**config.mk**
```make
export PLATFORM = sky130hd
export DESIGN_NAME = sx_unit
export DESIGN_NICKNAME = d
export VERILOG_FILES = /design/src/rtl/sx_pkg.sv /design/src/rtl/sx_regs.sv /design/src/rtl/sx_tlb.sv /design/src/rtl/sx_walk.sv /design/src/rtl/sx_unit.sv
export SDC_FILE = /design/constraint.sdc
export NUM_CORES = 1
export LEC_CHECK = 0
export BUFFER_PORTS_ARGS = -buffer_cell sky130_fd_sc_hd__buf_4
export CAP_MARGIN = 20
export CORE_MARGIN = 8
export CORE_UTILIZATION = 40
export CTS_BUF_LIST = sky130_fd_sc_hd__clkbuf_16
export CTS_CLUSTER_SIZE = 28
export DETAILED_ROUTE_END_ITERATION = 7
export PLACE_DENSITY = 0.66
export SLEW_MARGIN = 20
export SYNTH_ARGS = -nofsm -noshare
export SYNTH_HDL_FRONTEND = slang
export SYNTH_SLANG_ARGS = --single-unit
```
**constraint.sdc**
```tcl
create_clock -name clk -period 3.4 [get_ports clk]
set_input_delay 0.68 -clock clk [delete_from_list [all_inputs] [get_ports clk]]
set_output_delay 0.68 -clock clk [all_outputs]
set_load 0.01 [all_outputs]
```
**src/rtl/sx_pkg.sv**
```systemverilog
package sx_pkg;
    localparam int ADDR_W  = 32;
    localparam int TAG_W   = 12;
    localparam int OFF_W   = ADDR_W - TAG_W;
    localparam int ALIGN_W = 14;

    typedef enum logic [1:0] {
        FK_NONE   = 2'b00,
        FK_XLATE  = 2'b01,
        FK_DOMAIN = 2'b10,
        FK_PERM   = 2'b11
    } fault_kind_t;

    typedef struct packed {
        logic [ADDR_W-1:0] paddr;
        logic              cach;
        logic              buff;
        logic              fault;
        fault_kind_t       kind;
    } xl_res_t;

    function automatic logic sx_is_section(input logic [31:0] d);
        return (d[1:0] == 2'b10) && !d[18];
    endfunction

    // Judge one access against a descriptor and the group control word.
    function automatic xl_res_t sx_judge(input logic [31:0] d,
                                         input logic [31:0] va,
                                         input logic        wr,
                                         input logic [31:0] grp);
        xl_res_t    r;
        logic [1:0] mode;
        logic [1:0] ap;
        r    = '0;
        mode = grp[{d[8:5], 1'b0} +: 2];
        ap   = d[11:10];
        if (!sx_is_section(d))
            r.kind = FK_XLATE;
        else if (mode == 2'b00 || mode == 2'b10)
            r.kind = FK_DOMAIN;
        else if (mode == 2'b01 && (ap == 2'b00 || (ap == 2'b10 && wr)))
            r.kind = FK_PERM;
        else begin
            r.kind  = FK_NONE;
            r.paddr = {d[31:OFF_W], va[OFF_W-1:0]};
            r.cach  = d[3];
            r.buff  = d[2];
        end
        r.fault = (r.kind != FK_NONE);
        return r;
    endfunction
endpackage

```
**src/rtl/sx_regs.sv**
```systemverilog
module sx_regs
    import sx_pkg::*;
(
    input  logic              clk,
    input  logic              rst_n,
    input  logic              cfg_we,
    input  logic [1:0]        cfg_addr,
    input  logic [31:0]       cfg_wdata,
    output logic [ADDR_W-1:0] tbl_base,
    output logic [31:0]       grp_ctl,
    output logic              xl_en,
    output logic              flush
);
    assign flush = cfg_we && (cfg_addr == 2'd3);

    always_ff @(posedge clk or negedge rst_n) begin
        if (!rst_n) begin
            tbl_base <= '0;
            grp_ctl  <= '0;
            xl_en    <= 1'b0;
        end else if (cfg_we) begin
            unique case (cfg_addr)
                2'd0:    tbl_base <= {cfg_wdata[ADDR_W-1:ALIGN_W], {ALIGN_W{1'b0}}};
                2'd1:    grp_ctl  <= cfg_wdata;
                2'd2:    xl_en    <= cfg_wdata[0];
                default: ;
            endcase
        end
    end
endmodule

```
**src/rtl/sx_tlb.sv**
```systemverilog
module sx_tlb
    import sx_pkg::*;
#(
    parameter int N = 4
) (
    input  logic             clk,
    input  logic             rst_n,
    input  logic [TAG_W-1:0] lk_tag,
    input  logic             fill_en,
    input  logic [TAG_W-1:0] fill_tag,
    input  logic [31:0]      fill_desc,
    input  logic             flush,
    output logic             hit,
    output logic [31:0]      hit_desc
);
    localparam int PW = (N > 1) ? $clog2(N) : 1;

    logic [N-1:0]     vld;
    logic [TAG_W-1:0] tag  [N];
    logic [31:0]      desc [N];
    logic [N-1:0]     match;
    logic [PW-1:0]    ptr;

    for (genvar g = 0; g < N; g++) begin : g_cmp
        assign match[g] = vld[g] && (tag[g] == lk_tag);
    end

    assign hit = |match;

    always_comb begin
        hit_desc = '0;
        for (int i = 0; i < N; i++)
            if (match[i]) hit_desc = hit_desc | desc[i];
    end

    always_ff @(posedge clk or negedge rst_n) begin
        if (!rst_n) begin
            vld <= '0;
            ptr <= '0;
            for (int i = 0; i < N; i++) begin
                tag[i]  <= '0;
                desc[i] <= '0;
            end
        end else if (flush) begin
            vld <= '0;
            ptr <= '0;
        end else if (fill_en) begin
            vld[ptr]  <= 1'b1;
            tag[ptr]  <= fill_tag;
            desc[ptr] <= fill_desc;
            ptr       <= (ptr == PW'(N - 1)) ? '0 : ptr + 1'b1;
        end
    end
endmodule

```
**src/rtl/sx_walk.sv**
```systemverilog
module sx_walk
    import sx_pkg::*;
(
    input  logic              clk,
    input  logic              rst_n,
    input  logic              req_valid,
    input  logic [ADDR_W-1:0] req_vaddr,
    input  logic              req_write,
    output logic              req_ready,
    input  logic              xl_en,
    input  logic [ADDR_W-1:0] tbl_base,
    input  logic [31:0]       grp_ctl,
    input  logic              flush,
    input  logic              hit,
    input  logic [31:0]       hit_desc,
    output logic              mem_rd_valid,
    output logic [ADDR_W-1:0] mem_rd_addr,
    input  logic              mem_rd_resp,
    input  logic [31:0]       mem_rd_data,
    output logic              fill_en,
    output logic [TAG_W-1:0]  fill_tag,
    output logic              rsp_valid,
    output xl_res_t           rsp_q,
    output logic [ADDR_W-1:0] rsp_fault_addr
);
    typedef enum logic {S_IDLE, S_WALK} st_t;

    st_t               st, st_nxt;
    logic [ADDR_W-1:0] va_q;
    logic              wr_q;
    logic              rsp_load;
    xl_res_t           rsp_d;
    logic [ADDR_W-1:0] cur_va;

    assign mem_rd_addr = tbl_base | (ADDR_W'(va_q[ADDR_W-1:OFF_W]) << 2);
    assign fill_tag    = va_q[ADDR_W-1:OFF_W];
    assign cur_va      = (st == S_IDLE) ? req_vaddr : va_q;

    // State register
    always_ff @(posedge clk or negedge rst_n) begin
        if (!rst_n) st <= S_IDLE;
        else        st <= st_nxt;
    end

    // Next state and outputs
    always_comb begin
        st_nxt       = st;
        req_ready    = 1'b0;
        mem_rd_valid = 1'b0;
        fill_en      = 1'b0;
        rsp_load     = 1'b0;
        rsp_d        = '0;
        unique case (st)
            S_IDLE: begin
                req_ready = 1'b1;
                if (req_valid) begin
                    if (!xl_en) begin
                        rsp_load    = 1'b1;
                        rsp_d.paddr = req_vaddr;
                    end else if (hit) begin
                        rsp_load = 1'b1;
                        rsp_d    = sx_judge(hit_desc, req_vaddr, req_write, grp_ctl);
                    end else begin
                        st_nxt = S_WALK;
                    end
                end
            end
            S_WALK: begin
                mem_rd_valid = 1'b1;
                if (mem_rd_resp) begin
                    rsp_load = 1'b1;
                    rsp_d    = sx_judge(mem_rd_data, va_q, wr_q, grp_ctl);
                    fill_en  = sx_is_section(mem_rd_data) && !flush;
                    st_nxt   = S_IDLE;
                end
            end
        endcase
    end

    // Request capture and response registers
    always_ff @(posedge clk or negedge rst_n) begin
        if (!rst_n) begin
            va_q           <= '0;
            wr_q           <= 1'b0;
            rsp_valid      <= 1'b0;
            rsp_q          <= '0;
            rsp_fault_addr <= '0;
        end else begin
            if (req_ready && req_valid) begin
                va_q <= req_vaddr;
                wr_q <= req_write;
            end
            rsp_valid <= rsp_load;
            if (rsp_load) begin
                rsp_q          <= rsp_d;
                rsp_fault_addr <= rsp_d.fault ? cur_va : '0;
            end
        end
    end
endmodule

```
**src/rtl/sx_unit.sv**
```systemverilog
module sx_unit
    import sx_pkg::*;
#(
    parameter int TLB_N = 4
) (
    input  logic        clk,
    input  logic        rst_n,
    input  logic        req_valid,
    output logic        req_ready,
    input  logic [31:0] req_vaddr,
    input  logic        req_write,
    output logic        mem_rd_valid,
    output logic [31:0] mem_rd_addr,
    input  logic        mem_rd_resp,
    input  logic [31:0] mem_rd_data,
    input  logic        cfg_we,
    input  logic [1:0]  cfg_addr,
    input  logic [31:0] cfg_wdata,
    output logic        rsp_valid,
    output logic [31:0] rsp_paddr,
    output logic        rsp_cacheable,
    output logic        rsp_bufferable,
    output logic        rsp_fault,
    output logic [1:0]  rsp_fault_kind,
    output logic [31:0] rsp_fault_addr
);
    logic [ADDR_W-1:0] tbl_base;
    logic [31:0]       grp_ctl;
    logic              xl_en;
    logic              flush;
    logic              hit;
    logic [31:0]       hit_desc;
    logic              fill_en;
    logic [TAG_W-1:0]  fill_tag;
    xl_res_t           rsp_q;

    sx_regs u_regs (
        .clk      (clk),
        .rst_n    (rst_n),
        .cfg_we   (cfg_we),
        .cfg_addr (cfg_addr),
        .cfg_wdata(cfg_wdata),
        .tbl_base (tbl_base),
        .grp_ctl  (grp_ctl),
        .xl_en    (xl_en),
        .flush    (flush)
    );

    sx_tlb #(.N(TLB_N)) u_tlb (
        .clk      (clk),
        .rst_n    (rst_n),
        .lk_tag   (req_vaddr[ADDR_W-1:OFF_W]),
        .fill_en  (fill_en),
        .fill_tag (fill_tag),
        .fill_desc(mem_rd_data),
        .flush    (flush),
        .hit      (hit),
        .hit_desc (hit_desc)
    );

    sx_walk u_walk (
        .clk           (clk),
        .rst_n         (rst_n),
        .req_valid     (req_valid),
        .req_vaddr     (req_vaddr),
        .req_write     (req_write),
        .req_ready     (req_ready),
        .xl_en         (xl_en),
        .tbl_base      (tbl_base),
        .grp_ctl       (grp_ctl),
        .flush         (flush),
        .hit           (hit),
        .hit_desc      (hit_desc),
        .mem_rd_valid  (mem_rd_valid),
        .mem_rd_addr   (mem_rd_addr),
        .mem_rd_resp   (mem_rd_resp),
        .mem_rd_data   (mem_rd_data),
        .fill_en       (fill_en),
        .fill_tag      (fill_tag),
        .rsp_valid     (rsp_valid),
        .rsp_q         (rsp_q),
        .rsp_fault_addr(rsp_fault_addr)
    );

    assign rsp_paddr      = rsp_q.paddr;
    assign rsp_cacheable  = rsp_q.cach;
    assign rsp_bufferable = rsp_q.buff;
    assign rsp_fault      = rsp_q.fault;
    assign rsp_fault_kind = rsp_q.kind;
endmodule

```
### Word level (Yosys, flattened, before mapping)

Index checks and enable logic that the tools add are counted.
W data, S select, Z words.

| storage, ports and cells | value |
|---|---|
| ROM bits | 0 |
| bits in registers | 337 |
| bits in writable memories | 0 |
| memories kept | 0 |
| latch bits | 0 |

| operators by class | value |
|---|---|
| shifts and indexed selects | 2 |
| magnitude comparators | 4 |
| reduce and logical (&&, ||, !) cells | 35 |
| div/mod/pow operators | 0 |
| add/sub/neg operators | 1 |
| multiplexer cells | 57 |
| bitwise gates (word level) | 8 |
| $mul | 0 |
| equal/unequal tests | 16 |

Operators with widths:

| kind | count |
|---|---|
| $mux W32 | 8 |
| $mux W34 | 6 |
| $bwmux W128 | 1 |
| $mux W37 | 3 |
| $or A32 B32 Y32 | 3 |
| $pmux W37 S2 | 1 |
| $demux W32 S2 | 1 |
| $shiftx A32 B6 Y2 | 2 |
| $bwmux W48 | 1 |
| $eq A12 B12 Y1 | 4 |
| $or A32 B14 Y32 | 1 |
| $mux W2 | 15 |
| $demux W12 S2 | 1 |
| $eq A2 B2 Y1 const B | 9 |
| $logic_and A1 B1 Y1 | 15 |
| $mux W1 | 13 |
| $mux W12 | 1 |
| $logic_not A2 Y1 | 5 |
| $mux W4 | 2 |
| $reduce_and A2 Y1 | 4 |
| $eq A2 B1 Y1 const B | 3 |
| $reduce_bool A2 Y1 | 3 |
| $mux W5 | 1 |
| $logic_or A1 B1 Y1 | 4 |
| other kinds (12) | 16 |

### Depth between registers and ports, before layout

| logic depth | value |
|---|---|
| depth after elaboration | 26 |
| gate-level depth with buffers | 15 |
| mapped depth without buffers | 10 |

### By module

From an unflattened synthesis, not the netlist that was laid out.

| unflattened totals | value |
|---|---|
| cells, all modules | 1,279 |
| area total of the unflattened synthesis | 15,827.7 µm² |

Modules (own cells, without submodules):

| module | sequential area each (µm²) | cells each | instances | area each (µm²) |
|---|---|---|---|---|
| sx_tlb | 4,554.4 | 588 | 1 | 8,205.4 |
| sx_walk | 2,602.5 | 565 | 1 | 5,531.6 |
| sx_regs | 1,276.2 | 126 | 1 | 2,090.8 |

### Least setup slack after synthesis

Ideal clock, no wire load.

| path | value |
|---|---|
| kind | input to register |
| start | input req_vaddr[30] |
| end | register u_walk.rsp_q[10] (netlist name) |
| required time | 3.242 ns |
| path slack | 0.028 ns |
| path buffers | 3 |
| stages | 13 |
| arrival | 3.215 ns |
| cell sequence | buf_4 xnor2_1 nand4_1 nor4_4 a22oi_2 nand2_4 mux2_2 o211ai_1 a221oi_2 a21bo_2 buf_6 buf_6 o31ai_4 |

| on the way | value |
|---|---|
| cells in the longest elaborated chain, start to end | 20 |
| elaborated cells on any way between the ends | 40 |

Ends and longest elaborated chain:

| what | line | text |
|---|---|---|
| from (decl) | sx_unit.sv:10 | `input logic [31:0] req_vaddr,` |
| parallel branches: the longest is 20 deep, another holds $mux W32 | - |  |

Several ways; the timed one is not identified.
A chain may end at the register's enable or synchronous reset.

### Worst setup path after layout

| path | value |
|---|---|
| start | register u_tlb.tag[11] in the netlist's numbering |
| end | register u_walk.rsp_fault_addr[3] |

| on the way | value |
|---|---|
| cells in the longest elaborated chain, start to end | 20 |
| elaborated cells on any way between the ends | 34 |

Ends and longest elaborated chain:

| what | line | text |
|---|---|---|
| from (decl) | sx_tlb.sv:19 | `logic [TAG_W-1:0] tag [N];` |
| from (signal, indexed assignment) | sx_tlb.sv:49 | `tag[ptr] <= fill_tag;` |
| $eq A12 B12 Y1 * | sx_tlb.sv:25 | `assign match[g] = vld[g] && (tag[g] == lk_tag);` |
| $logic_and A1 B1 Y1 * | sx_tlb.sv:25 |  |
| parallel branches: the longest is 18 deep, another holds $mux W32 | - |  |
| to (signal assigned) | sx_walk.sv:96 | `rsp_fault_addr <= rsp_d.fault ? cur_va : '0;` |
| to (decl) | sx_walk.sv:24 | `output logic [ADDR_W-1:0] rsp_fault_addr` |

Every way passes the cells marked *. The select of a mux whose other input is x is not followed.

==> flow_summary.toml <==
[floorplan]
die_x_um = 209.2
core_um2 = 36700
start_util_pct = 40.67
fp.dieH_um = 209.2
dieArea_um2 = 43750
num_rows = 70
pin_count = 208

[placement]
place_congestion = 0.8587
placed_area_um2 = 17470
dpl.hpwl_um = 29720
portBuffers = 196
pre_cts_slack_ns = -0.3101

[clock_tree]
clk_path_buf_depth = 3
cts.clk_slew.worst_paths_ns = 0.06
cts_tree = "done"
cts.sinks = 301
cts_root_buf = "clkbuf_16"
cts_made_buffers = 35
worstSkewPairLatency_ns = 0.53
htreeDepth = 2

[logic_synthesis]
yosysSeqAreaShare_pct = 50.47
synth-seq-cells = 301
synth_cell_types = 77
synthCells = 1202
netlist_area_um2 = 14920
syn_area_per_cell_um2 = 12.42
ys_warn_count = 0
synth_edf_count = 0
synthArstFlopShare_pct = 100.0
synth_flop_cell = "dfrtp_1"

[worst_setup_path]
crit_fanout = 11
crit_chain = "xor2_1 -> nor3_1 -> and4_2 -> buf_4 -> nand3_1 -> a211oi_1 -> a32oi_1 -> nand3_1 -> a21bo_4 -> buf_4 -> a31o_1"
timing.rr.end = "u_walk.rsp_fault_addr[3]"
crit_path_start = "u_tlb.tag[11]"
startpoint_type = "register"
r2r-start = "u_tlb.tag[11]"
cp_num_cells = 11
cpPeakStageDelay_ns = 0.53
critical-path-top-delay-family = "compound AO/OA/AOI/OAI gates"
rr_worst_depth = 11
critPathKind = "reg -> reg"
cp-endpoint = "u_walk.rsp_fault_addr[3]"
worstPathArrival_ns = 3.65
end_kind = "register"
critPathRequiredTime_ns = 3.87
ff2ff_setup_slack_ns = 0.22
crit_path_top_delay_cell = "a211oi_1"
critPathBufInv = 2

[sta]
fmax_mhz = 314.8
max_slew.worst_pin.slew_ns = 0.6740
setup_violations = 0
finalCriticalPeriod_ns = 3.177
skew_ns = 0.03979
hold_slack_ns = 0.1576
tns_ns = 0
relSlewSlack_pct = 55.07
hold_violations = 0
rsz0062_at_grt = "no"
slew_viol_final = 0
finalCritPeriodShare_pct = 93.43
fin_ws_ns = 0.2233

[status]
status = "finished, final reports clean"

[finish]
num_antenna_cells = 0
fin_area_um2 = 18630
fin_nets = 1555
drive_above_1_share_pct = 44.66
syn_to_final_growth_pct = 24.84
final_util_pct = 50.77

[global_routing]
grt_pass1_vias = 11800
grt_max_degree = 82
grt_pass1_wl_um = 67970
grt_usage_pct = 19.31
antenna_found_initial = 0
overflow = 0

[route]
routed_wl_um = 42800
ant_nets = 0
drt_iter0_drc = 777
first_pass_iters = 5
routedWlPerCell_um = 22.07
viasPerCell = 5.688
via_count = 11030
drc = 0

[flow_run]
maxCapViolCount = 0

[power_and_ir_drop]
leakagePower_nw = 8.681
power_density_nw_per_um2 = 600.8
max-vdd-ir-drop_uv = 347.3

[min_path]
hold_path.class = "in -> async"
-- timing repair --
item / CTS / global route
buffers inserted: 0 / 1
resized for setup: 0 / 4
endpoints found under the setup margin: 0 / 66
hold buffers: 0 / 0
-- cells in the final DEF (no fill, tap or decap), types with 21 or more instances in the layout --
master	count
a31o_1	24
buf_4	293
a22o_1	45
o21ai_0	21
xnor2_1	31
dfrtp_1	300
nor3b_1	21
nand2_1	134
a221oi_1	33
nand3_1	26
mux2_2	209
clkbuf_16	35
-- layout make-up --
| class | count | area [um2] |
|---|---|---|
| fill | 3185 | 18070 |
| sequential | 301 | 7533 |
| multi-input combinational | 792 | 6869 |
| timing repair buffer | 307 | 2466 |
| clock buffer | 35 | 875.8 |
| tap | 468 | 585.6 |
| clock inverter | 26 | 264.0 |
| inverter | 10 | 37.54 |
-- through the flow --
| step | power [mW] | cells |
|---|---|---|
| after floorplan | 6.219 | 1203 |
| after global placement | 7.461 | 1877 |
| after detailed placement | 7.546 | 1877 |
| after CTS | 11.32 | 1938 |
| after global routing | 11.75 | 1939 |
| final | 11.19 | 1939 |
-- flip-flops by register name (all words and copies together), names as in the netlist --
name	cells
u_tlb.desc	92
u_tlb.tag	48
u_walk.rsp_q	37
u_regs.grp_ctl	32
u_walk.rsp_fault_addr	32
u_walk.va_q	32
u_regs.tbl_base	18
u_tlb.vld	4
u_tlb.ptr	2
u_regs.xl_en	1
u_walk.rsp_valid	1
u_walk.st	1
u_walk.wr_q	1
-- cell usage after synthesis (all sizes together), types with 3 or more instances --
cell type / count / area [um2]
o22ai: 4 / 25.02
a32oi: 3 / 52.56
mux4: 10 / 225.2
a21oi: 7 / 35.03
a22oi: 13 / 102.6
buf: 46 / 347.8
a21o: 3 / 22.52
a222oi: 16 / 160.2
nor3b: 22 / 165.2
nor2: 13 / 48.80
and2: 12 / 75.07
and3: 6 / 37.54
nand2: 136 / 518.0
inv: 10 / 37.54
nand4: 13 / 87.58
dfrtp: 301 / 7532
mux2: 210 / 2365
a31oi: 3 / 18.77
xnor2: 38 / 396.6
nand2b: 7 / 43.79
mux2i: 6 / 60.06
a211oi: 5 / 37.54
and4: 7 / 63.81
or2: 3 / 18.77
o31ai: 34 / 483.0
o21ai: 26 / 130.1
a221o: 3 / 31.28
a31o: 34 / 297.8
clkbuf: 54 / 202.7
nor4: 4 / 70.07
a22o: 47 / 414.2
a221oi: 35 / 319.1
nor3: 11 / 60.06
xor2: 6 / 52.55
ha: 4 / 50.05
nand3: 26 / 130.1
-- how the worst min path moves through the flow --
stage                  start           endpoint  slack (ns)  cells after the start
4_1_cts                rst_n      u_tlb.tag[26]        0.18                      1
5_1_grt                rst_n      u_tlb.tag[38]        0.20                      1
3_3_place_gp   u_tlb.desc[1]      u_tlb.desc[1]        0.46                      1
2_1_floorplan          rst_n  u_regs.grp_ctl[0]        0.38                      0
6_report               rst_n      u_tlb.tag[26]        0.16                      1
3_5_place_dp   u_tlb.desc[0]      u_tlb.desc[0]        0.47                      1
-- routing by layer --
metal / global-route usage (%) / part of all wire, % / vias to the layer above
met5: 0 / 0 / -
met4: 5.832 / 2.2 / 0
met3: 4.624 / 7.1 / 64
met2: 32.09 / 49 / 350
met1: 24.68 / 42 / 5639
li1: - / - / 4977
-- power breakdown --
part | total (mW) | switching (mW) | internal [mW]
clock | 3.72 | 1.53 | 2.20
sequential | 4.79 | 0.564 | 4.22
combinational | 2.68 | 1.23 | 1.46
-- cells by family (layout without fill, tap and decap cells) --
logic type | after synthesis | count (layout) | synth area share, %
buffers and inverters | 110 | 378 | 3.940
muxes | 226 | 226 | 17.76
other | 1 | 2 | 0.02513
and+or+nand+nor | 267 | 267 | 9.180
adders and majority gates | 4 | 4 | 0.3354
AOI/OAI and AO/OA | 249 | 249 | 15.28
xor gates and xnor gates | 44 | 44 | 3.010
DFF | 301 | 301 | 50.47
No activity file was read; power rests on OpenSTA's default activity.
